[src/rtl/sysclk_pkg.sv]
// Package: shared source codes and sizes for the system clock switch.
// Assumes codes are dense from zero, with the top code reserved as illegal.
package sysclk_pkg;

    localparam int unsigned SRC_N = 3;
    localparam int unsigned SRC_W = 2;

    typedef enum logic [SRC_W-1:0] {
        SRC_INT = 2'b00,
        SRC_EXT = 2'b01,
        SRC_PLL = 2'b10,
        SRC_BAD = 2'b11
    } src_e;

endpackage

[src/rtl/sysclk_fallback.sv]
// Fallback detector: raises force_int when hardware must return to the
// internal oscillator, either on low-power exit or on an external oscillator
// failure while that oscillator feeds the system clock.
// Assumes stat is the source actually driving the clock.
module sysclk_fallback
    import sysclk_pkg::*;
#(
    parameter int unsigned W = SRC_W
) (
    input  logic [W-1:0] stat,
    input  logic         pll_from_ext,
    input  logic         css_en,
    input  logic         ext_fail,
    input  logic         lp_exit,
    output logic         force_int
);

    logic ext_in_use;

    // Decide whether the external oscillator drives the clock, directly or via the PLL.
    always_comb begin
        ext_in_use = (stat == W'(SRC_EXT)) || ((stat == W'(SRC_PLL)) && pll_from_ext);
    end

    // Combine the two override causes.
    always_comb begin
        force_int = lp_exit || (css_en && ext_fail && ext_in_use);
    end

endmodule

[src/rtl/sysclk_req_reg.sv]
// Request register: holds the software-written source request.
// A forced fallback clears it and wins over a same-cycle write.
// Writes of the reserved code are dropped.
module sysclk_req_reg
    import sysclk_pkg::*;
#(
    parameter int unsigned W = SRC_W
) (
    input  logic         clk,
    input  logic         rst_n,
    input  logic         force_int,
    input  logic         wr_en,
    input  logic [W-1:0] wr_code,
    output logic [W-1:0] req_q
);

    logic wr_ok;

    // Accept only writes of a permitted code.
    always_comb begin
        wr_ok = wr_en && (wr_code != W'(SRC_BAD));
    end

    // Update the request: reset, then fallback, then software.
    always_ff @(posedge clk) begin
        if (!rst_n) begin
            req_q <= W'(SRC_INT);
        end else if (force_int) begin
            req_q <= W'(SRC_INT);
        end else if (wr_ok) begin
            req_q <= wr_code;
        end
    end

endmodule

[src/rtl/sysclk_stat_fsm.sv]
// Status tracker: moves the in-use source to the request once the
// requested source is ready. A fallback returns it to the internal
// oscillator at once, since that oscillator is assumed always running.
module sysclk_stat_fsm
    import sysclk_pkg::*;
#(
    parameter int unsigned N = SRC_N,
    parameter int unsigned W = SRC_W
) (
    input  logic         clk,
    input  logic         rst_n,
    input  logic         force_int,
    input  logic [W-1:0] req,
    input  logic [N-1:0] src_rdy,
    output logic [W-1:0] stat_q
);

    localparam int unsigned CODES = 1 << W;

    logic [CODES-1:0] rdy_pad;
    logic             go;

    // Pad the ready flags so every code indexes a defined bit.
    always_comb begin
        rdy_pad = CODES'(src_rdy);
    end

    // A switch is due when the request differs from the status and its source is ready.
    always_comb begin
        go = (req != stat_q) && rdy_pad[req];
    end

    // Advance the status.
    always_ff @(posedge clk) begin
        if (!rst_n) begin
            stat_q <= W'(SRC_INT);
        end else if (force_int) begin
            stat_q <= W'(SRC_INT);
        end else if (go) begin
            stat_q <= req;
        end
    end

endmodule

[src/rtl/sysclk_sel_dec.sv]
// Select decoder: turns the status code into a one-hot mux select.
// Assumes the status never holds the reserved code.
module sysclk_sel_dec
    import sysclk_pkg::*;
#(
    parameter int unsigned N = SRC_N,
    parameter int unsigned W = SRC_W
) (
    input  logic [W-1:0] stat,
    output logic [N-1:0] sel
);

    // One compare per source.
    for (genvar k = 0; k < N; k++) begin : g_dec
        assign sel[k] = (stat == W'(k));
    end

endmodule

[src/rtl/sysclk_switch.sv]
// Top: system clock source switch controller. Joins the request register,
// fallback detector, status tracker and select decoder.
// Assumes all inputs are synchronous to clk.
module sysclk_switch
    import sysclk_pkg::*;
#(
    parameter int unsigned N = SRC_N,
    parameter int unsigned W = SRC_W
) (
    input  logic         clk,
    input  logic         rst_n,
    input  logic         wr_en,
    input  logic [W-1:0] wr_code,
    input  logic [N-1:0] src_rdy,
    input  logic         pll_from_ext,
    input  logic         css_en,
    input  logic         ext_fail,
    input  logic         lp_exit,
    output logic [W-1:0] req_code,
    output logic [W-1:0] stat_code,
    output logic [N-1:0] src_sel
);

    logic force_int;

    sysclk_fallback #(.W(W)) u_fb (
        .stat         (stat_code),
        .pll_from_ext (pll_from_ext),
        .css_en       (css_en),
        .ext_fail     (ext_fail),
        .lp_exit      (lp_exit),
        .force_int    (force_int)
    );

    sysclk_req_reg #(.W(W)) u_req (
        .clk       (clk),
        .rst_n     (rst_n),
        .force_int (force_int),
        .wr_en     (wr_en),
        .wr_code   (wr_code),
        .req_q     (req_code)
    );

    sysclk_stat_fsm #(.N(N), .W(W)) u_stat (
        .clk       (clk),
        .rst_n     (rst_n),
        .force_int (force_int),
        .req       (req_code),
        .src_rdy   (src_rdy),
        .stat_q    (stat_code)
    );

    sysclk_sel_dec #(.N(N), .W(W)) u_dec (
        .stat (stat_code),
        .sel  (src_sel)
    );

endmodule

[config.mk]
export PLATFORM = sky130hd
export DESIGN_NAME = sysclk_switch
export DESIGN_NICKNAME = d
export VERILOG_FILES = /design/src/rtl/sysclk_pkg.sv /design/src/rtl/sysclk_fallback.sv /design/src/rtl/sysclk_req_reg.sv /design/src/rtl/sysclk_stat_fsm.sv /design/src/rtl/sysclk_sel_dec.sv /design/src/rtl/sysclk_switch.sv
export SDC_FILE = /design/constraint.sdc
export NUM_CORES = 1
export LEC_CHECK = 0
export CORE_AREA = 2 2 39 41
export CTS_CLUSTER_SIZE = 25
export DETAILED_ROUTE_END_ITERATION = 8
export DIE_AREA = 0 0 41 43
export DONT_BUFFER_PORTS = 1
export PLACE_DENSITY_LB_ADDON = 0.3
export SLEW_MARGIN = 10
export SYNTH_ARGS = -nofsm -noshare
export SYNTH_HDL_FRONTEND = slang
export SYNTH_HIERARCHICAL = 1
export SYNTH_SLANG_ARGS = --single-unit
[constraint.sdc]
create_clock -name clk -period 2 [get_ports clk]
set_clock_uncertainty 0.15 [all_clocks]
set_input_delay 0.4 -clock clk [delete_from_list [all_inputs] [get_ports clk]]
set_output_delay 0.4 -clock clk [all_outputs]
set_load 0.005 [all_outputs]
==> impl_results.md, run 1 <==
- # port buffers: 0
- Bufs on Longest Clock Path: 2
- Clk_lat worst skew: between 200 and 250 ps
- Fin crit period: 1720 ps
- Synth cell types: 19
- Worst Slack Setup Final: 281 ps
- Gpl congestion: 0.634
- CP max stage cell: dfxtp_1
- CTS Buf Count: 3
- Final std cells w/o fill: 51
- Die W: 41 µm
- IO Count: 19
- CTS sink count: 4
- Via count: 249
- Slew HR: 80.4%
- Synthesis Warnings: 6
- Cells on worst reg2reg path: 5
- Hold-fix buffers, CTS: 0
- Die ar.: 1760 µm²
- Post-CTS setup buffers: 0
- Largest net degree at the start of global routing: 10
- Initial antenna violation count: 0
- RSZ-0062 raised after global routing: no
- Synthesized area per cell: 8.37 µm²
- Starting DRT DRC Count: 0
- Critical path arrival: about 1700 ps
- Share of cells above drive strength 1: between 10 and 15%
- Placement Setup Slack: approximately 270 ps
- H-tree levels: 1
- Crit path largest cell delay: between 400 and 500 ps
- CTS tree: done
- Max-slew violation count: 0
- Hpwl dp: between 400 and 500 µm
- Post-Syn Nets: between 40 and 50
- Hold Crit Class: in2reg
- Setup violations, final: 0
- Final Hold Vio Count: 0
- Root Buffer: clkbuf_4
- Post-CTS sizing: 0
- CP required: 1990 ps
- Row count: 14
- Final nets: 49
- Most frequent cells in the layout: nor2b_1, dfxtp_1, clkbuf_4, inv_1
- WHS Path Cells: 1
- Fin crit share: 85.9%
- First-pass GRT wire length: 786 µm
- Fmax: about 0.58 GHz
- GR Overflow Total: 0
- Synthesized area: 268 µm²
- Worst Setup End Kind: flip-flop
- Register bit total from synthesis: 4
- Leak: 0.119 nW
- Layout area overhead: 15.9%
- Total core area: 1380 µm²
- Initial Util: 19.3%
- Clk slew on worst S/H paths: 30 ps
- Vias in the first global route: 220
- Startpoint types: flip-flop
- Status: finished clean
- WL final: 563 µm
- Worst-path maximum fanout: 9
- Detailed-route DRC error count: 0
- Peak supply drop: 0.123 mV
- Worst Max-Slew Pin Slew: 293 ps
- Crit-path cells: and4b_1 > a211o_1 > nor2b_1 > o211ai_1 > o22ai_1
- Via/cell ratio: 4.88
- Power Dens Cells: 612 nW/µm²
- DRT Pass-1 Iters: 1
- Post-synthesis sequential area ratio: between 20% and 30%
- Overall global routing resource usage: 6.52%
- Placed Cells: 48
- Max Cap Viol: 0
- Most common cell after layout, fill and taps aside: nor2b_1
- Routed wirelength normalized by instance count: 11.0 µm
- Cells after Synth: 32
- Setup TNS Final: 0 ps
- Setup CP Type: reg2reg
- Diode count: 0
- Post-DRT Antenna Nets: 0
- Die Y: 43 µm
==> worst paths after layout <==
kind | startpoint | endpoint | slack (ps)
worst max register to register | u_stat/stat_q[0] | u_stat/stat_q[0] | 280
worst min register to register | u_req/req_q[0] | u_stat/stat_q[0] | 450
worst max-delay path | u_stat/stat_q[0] | u_stat/stat_q[0] | 280
worst min-delay path | wr_code[1] | u_req/req_q[1] | 210
==> cells in the mapped netlist <==
library cell / instances / area (µm²)
a211o_1: 1 / 8.76
a21oi_1: 2 / 10.0
a221o_1: 1 / 10.0
and2b_2: 1 / 8.76
and3_1: 1 / 6.26
and4b_1: 2 / 20.0
dfxtp_1: 4 / 80.1
inv_1: 3 / 11.3
nand2_1: 2 / 7.51
nand2b_1: 1 / 6.26
nand2b_2: 1 / 8.76
nand3_1: 1 / 5.00
nor2_1: 1 / 3.75
nor2b_1: 5 / 31.3
o211ai_1: 1 / 7.51
o21ai_0: 1 / 5.00
o221a_1: 2 / 22.5
o22ai_1: 1 / 6.26
xnor2_1: 1 / 8.76
==> layer usage <==
metal | vias up | wire, µm | global-route usage, % | share of wire [%]
met4 | 0 | 0 | 4.00 | 0
met1 | 116 | 220 | 5.77 | 39
met2 | 10 | 294 | 12.2 | 52
li1 | 123 | - | - | -
met3 | 0 | 49 | 1.05 | 8.7
met5 | - | 0 | 0 | 0
==> area by class of cell <==
cell class	count	area, µm²
fillers	158	1070
multi-input cells	25	176
flip-flops and latches	4	80.1
clock buffers	3	22.5
well taps	16	20.0
inverters	3	11.3
==> per-stage QoR <==
| stage | util, % | cell area (µm²) | hold WS, ps | power [mW] |
|---|---|---|---|---|
| after global routing | 22.4 | 310 | 218 | 0.202 |
| after global placement | 20.8 | 288 | 444 | 0.0992 |
| after CTS | 22.4 | 310 | 209 | 0.194 |
| after floorplan | - | 268 | 376 | 0.0962 |
| final | 22.4 | 310 | 213 | 0.190 |
| after detailed placement | 20.8 | 288 | 441 | 0.0988 |
==> flip-flops by register name, summed over array words and instances (netlist names) <==
register and count:
u_req/req_q 2, u_stat/stat_q 2
==> power by group <==
group	total, mW	internal (mW)	leakage, nW	switching, mW
Combinational	0.0129	0.00716	0.0725	0.00571
Clock	0.0924	0.0666	0.0138	0.0258
Sequential	0.0845	0.0817	0.0324	0.00282
==> cells by family (layout without fill, tap and decap cells) <==
group	after synthesis	in the layout	share of synthesized area, %
and+or+nand+nor	15	15	36.5
DFF	4	4	29.9
buffers and inverters	3	6	4.21
AOI/OAI and AO/OA	9	9	26.2
xor gates and xnor gates	1	1	3.27
==> worst max-delay path, delay by kind of cell, from the launching register on <==
family | cells | cell delay (ps)
compound gates | 3 | 610
flops | 1 | 480
simple gates | 2 | 400
Note: power is estimated with default switching activity, not from simulation.
==> run 2, diff against run 1 <==
Settings changed: ABC_AREA set to 1, CTS_CLUSTER_SIZE 25 to not set, RECOVER_POWER set to 50.
==> impl_results.md, run 2 <==
- Post-DRT Antenna Nets: 0
- IO Count: 19
- Crit-path cells: inv_1 > nor2_1
- Post-synth top cells: nand2_1, inv_1, nor2_1
- Leak: roughly 0.17 nW
- Row count: 14
- Cells after Synth: 54
- Post-synth EDFFs: 0
- # port buffers: 0
- XOR/XNOR Fraction of Synth Area: ~2.9%
- Post-synthesis mux area share: 0%
- Share of cells above drive strength 1: between 15 and 20%
- Flop2flop setup slack: 710 ps
- Layout area overhead: 13.9%
- Via/cell ratio: 4.10
- Via count: 299
- Worst-path maximum fanout: 9
- Die ar.: 1760 µm²
- Post-synthesis sequential area ratio: 26.2%
- Bufs on Longest Clock Path: 2
- Post-CTS sizing: 0
- Worst Max-Slew Pin Slew: 294 ps
- Top-count cell post-synth: nand2_1
- WL final: ~600 µm
- CTS Buf Count: 3
- Starting DRT DRC Count: 3
- Post-Syn Nets: 66
- Gpl congestion: a little over 0.6
- Reg2reg end: u_req/req_q[1]
- Power Total: 0.214 mW
- Post-CTS setup buffers: 0
- Synth cell types: 10
- Crit path to: src_sel[1]
- Ranking of synthesized cells by area: dfxtp_1, nand2_1, inv_1
- Slew HR: 80.4%
- H-tree levels: 1
- Cells on worst reg2reg path: 6
- Setup violations, final: 0
- First-pass GRT wire length: 848 µm
- Clk slew on worst S/H paths: 40 ps
- Fraction of the mapped netlist area in adder cells: 0%
- Fin crit share: 72.6%
- Die W: 41 µm
- Combinational family with the most area after synthesis: simple AND/OR/NAND/NOR gates
- Hold Crit Class: in2reg
- Initial antenna violation count: 0
- CTS sink count: 4
- Detailed-route DRC error count: 0
- Overall global routing resource usage: 7.72%
- Final Util: 25.1%
- Fillers: 163
- CP delay by family, top: flip-flops
- Fin crit period: 1450 ps
- Buf+Inv Stages, Crit Path: 1
- Synthesized area per cell: around 5.7 µm²
- Compound-gate portion of the synthesized area: 6.56%
- GR Overflow Total: 0
- Area after DPL: 325 µm²
- Cell taking the most area after synthesis: dfxtp_1
- CTS tree: done
- Synth top area share: 26.2%
- Final Hold Vio Count: 0
- Critical path arrival: around 900 ps
- Hold-fix buffers, CTS: 0
- Max Cap Viol: 0
- Register bit total from synthesis: 4
- Initial Util: between 20% and 30%
- RSZ-0062 raised after global routing: no
- Crit. Startpoint: u_stat/stat_q[0]
- Main synth FF type: dfxtp_1
- Largest net degree at the start of global routing: 10
- Most frequent cells in the layout: nand2_1, inv_1, nor2_1
- Die Y: between 40 and 50 µm
- Worst Setup End Kind: output port
- Startpoint types: flip-flop
- Total core area: 1380 µm²
- DRT Pass-1 Iters: 4
- Setup CP Type: reg2out
- Crit path largest cell delay: 480 ps
- Hpwl dp: 481 µm
- Fmax: 0.689 GHz
- Worst Slack Setup Final: 549 ps
- Placement Setup Slack: 713 ps
- Design Area, Final: 348 µm²
- Peak supply drop: 0.153 mV
- Routed wirelength normalized by instance count: 8.21 µm
- Synthesis Warnings: 6
- Final nets: 71
- Crit. path cell count: 2
- Asr flop ratio synth: 0%
- Synthesized area: 305 µm²
- CP required: 1450 ps
- CP max stage cell: dfxtp_1
- Root Buffer: clkbuf_4
- Vias in the first global route: 244
- Max-slew violation count: 0
- Clk_lat worst skew: 230 ps
- Power Dens Cells: 616 nW/µm²
- Most common cell after layout, fill and taps aside: nand2_1
- FF-to-FF Start: u_stat/stat_q[0]
- Setup TNS Final: 0 ps
- Biggest regs: u_req/req_q x2, u_stat/stat_q x2
- Diode count: 0
- Simple-gate share of the synthesized area: 49.6%
- Status: finished clean
run 2: cell types whose count changed in the layout (fill, tap and decap cells not counted), moves of 3 or more:
cell and change:
nor2_1 +6, nand2_1 +15, nand3_1 +3, inv_1 +8, nand2_2 +3, nor2b_1 -5
run 2: how the worst min path moves through the flow:
stage          slack (ps)  cells after the start              to      startpoint
5_1_grt               170                      2  u_req/req_q[1]           wr_en
3_5_place_dp          410                      2  u_req/req_q[1]           wr_en
4_1_cts               160                      2  u_req/req_q[1]           wr_en
3_3_place_gp          410                      2  u_req/req_q[0]           wr_en
6_report              180                      2  u_req/req_q[1]           wr_en
2_1_floorplan         380                      2  u_req/req_q[0]  u_req/req_q[0]
run 2: layer usage:
metal | vias to the layer above | track usage, % | wire, µm
met1 | 124 | 9.29 | 281
met5 | - | 0 | 0
met2 | 9 | 8.44 | 273
met4 | 0 | 10.0 | 0
met3 | 0 | 3.14 | 44
li1 | 166 | - | -
run 2: cell type report:
type | instances | area [µm²] | area share [%]
Sequential cell | 4 | 80.1 | 23.0
Inverter | 12 | 45.0 | 12.9
Multi-Input combinational cell | 38 | 180 | 51.8
Tap cell | 16 | 20.0 | 5.76
Clock buffer | 3 | 22.5 | 6.47
run 2: kinds of logic (layout without fill, tap and decap cells):
group,count (synthesis),count (layout)
compound gates,4,4
xor+xnor,1,1
buf+inv,12,15
flops,4,4
simple gates,33,33
run 2: worst register-to-register path: cells and delay by family, from the launching register on:
kind          cells  cell delay (ps)
simple gates      6              600
flops             1              480
run 2: metrics by stage:
| step | instances | hold WS [ps] |
|---|---|---|
| after floorplan | 54 | 384 |
| after global placement | 70 | 410 |
| after detailed placement | 70 | 405 |
| after CTS | 73 | 163 |
| after global routing | 73 | 166 |
| final | 73 | 177 |
run 2: power by group:
group          total (mW)  internal (mW)  switching [mW]  leakage [nW]
combinational      0.0306         0.0121          0.0184         0.120
clock              0.0970         0.0669          0.0301        0.0138
sequential         0.0867         0.0824         0.00425        0.0324
==> run 3, diff against run 2 <==
Settings changed: ABC_AREA 1 to 0.
Clock period 2 ns to 1.2 ns, I/O delays scaled along.
==> impl_results.md, run 3 (synthesis results as in run 1) <==
- Status: finished, violations left
- Failing checks: negative setup slack
- Placed Cells: 52
- Die ar.: 1760 µm²
- Final Hold Vio Count: 0
- Hpwl dp: 547 µm
- CTS sink count: 4
- RSZ-0062 raised after global routing: yes
- Fin Hold WS: around 47 ps
- Max Cap Viol: 0
- DRT Pass-1 Iters: 2
- Layout area overhead: 36.9%
- Overall global routing resource usage: 9.35%
- WL final: 700 µm
- Net Sw Frac: a little over a fifth
- Worst-path maximum fanout: 3
- Diode count: 0
- Via/cell ratio: 4.62
- Total core area: around 1400 µm²
- Sequential power share: 41.3%
- Share of cells above drive strength 1: between 30% and 40%
- Worst Max-Slew Pin Slew: 239 ps
- Final std cells w/o fill: 55
- H-tree levels: 1
- Vias in the first global route: 250
- Starting DRT DRC Count: 5
- Initial Util: between 15 and 20%
- Clk_lat worst skew: 230 ps
- Post-DRT Antenna Nets: 0
- Startpoint types: flip-flop
- Bufs on Longest Clock Path: 2
- Fmax: 0.702 GHz
- CP required: ~1200 ps
- CTS tree: done
- CTS Buf Count: 3
- Die W: just over 40 µm
- HP Start: wr_code[1]
- Critical path arrival: 1420 ps
- Hold Crit Class: in2reg
- FF-to-FF Start: u_stat/stat_q[0]
- Clk slew on worst S/H paths: approximately 40 ps
- Peak supply drop: 0.462 mV
- Setup violations, final: 7
- Row count: 14
- Max-slew violation count: 0
- Clock share of power: 50.3%
- Setup CP Type: reg2reg
- Biggest regs: u_req/req_q x2, u_stat/stat_q x2
- Cell-internal power: 0.259 mW
- Most frequent cells in the layout: buf_4, clkbuf_4, inv_1, nor2b_1
- Die Y: 43 µm
- Fin crit period: 1420 ps
- Final Util: 26.5%
- GR Overflow Total: 0
- Via count: 254
- Power Dens Cells: 893 nW/µm²
- Leak: 0.146 nW
- Largest net degree at the start of global routing: 8
- # port buffers: 0
- Worst Slack Setup Final: -224 ps
- Comb pwr share: 8.4%
- Power Total: 0.328 mW
- Crit. Startpoint: u_stat/stat_q[0]
- Slew HR: 84.0%
- Fin crit share: 119%
- Final nets: 53
- Switching Power: between 0.06 and 0.07 mW
- Crit path to: u_stat/stat_q[0]
- Most common cell after layout, fill and taps aside: buf_4
- Cells on worst reg2reg path: 5
- Gpl congestion: 0.590
- Flop2flop setup slack: -220 ps
- Setup TNS Final: -987 ps
- Root Buffer: clkbuf_4
- First-pass GRT wire length: around 990 µm
- Initial antenna violation count: 0
- Routed wirelength normalized by instance count: 12.7 µm
- Reg2reg end: u_stat/stat_q[0]
- Worst Setup End Kind: flip-flop
- IO Count: 19
- Detailed-route DRC error count: 0
[run 3: worst max-delay path, stage by stage (launching register included)]
cell	delay, ps
dfxtp_4	340
and4b_1	180
a211o_1	280
nor2b_2	150
o211ai_1	100
o22ai_1	150
[run 3: timing repair]
action	in CTS	in global routing
pin swaps	3	1
endpoints found under the hold margin	0	0
hold buffers	0	0
resized for setup	6	1
setup buffers	0	0
setup endpoints to repair	7	8
[run 3: area by class of cell]
type | count | area [µm²]
fillers | 153 | 1020
clock buffers | 3 | 22.5
multi-input cells | 25 | 194
flip-flops and latches | 4 | 88.8
well taps | 16 | 20.0
inverters | 3 | 11.3
repair buffers | 4 | 30.0
[run 3: worst min path at each step]
stage	cells past startpoint	endpoint
final	1	u_req/req_q[1]
after global routing	1	u_req/req_q[1]
after detailed placement	1	u_req/req_q[0]
after global placement	1	u_req/req_q[0]
after CTS	1	u_req/req_q[0]
after floorplan	1	u_req/req_q[0]
[run 3: metrics by stage]
step / cell area (µm²) / setup WS (ps)
6_report: 367 / -224
5_1_grt: 367 / -282
4_1_cts: 369 / -229
3_5_place_dp: 325 / -275
3_3_place_gp: 325 / -265
2_1_floorplan: 275 / -220
[run 3: power by group through the flow]
| stage | clock network, mW | registers (mW) | logic (mW) |
|---|---|---|---|
| 6_report | 0.165 | 0.135 | 0.0277 |
| 5_1_grt | 0.187 | 0.135 | 0.0311 |
| 4_1_cts | 0.174 | 0.135 | 0.0278 |
| 3_5_place_dp | 0 | 0.137 | 0.0261 |
| 3_3_place_gp | 0 | 0.137 | 0.0265 |
| 2_1_floorplan | 0 | 0.137 | 0.0190 |
[run 3: routing by layer]
layer | vias to the layer above | track usage (%) | wire (µm)
li1 | 132 | - | -
met4 | 0 | 10.0 | 12
met3 | 2 | 5.76 | 102
met1 | 107 | 8.71 | 287
met2 | 13 | 12.5 | 296
met5 | - | 0 | 0
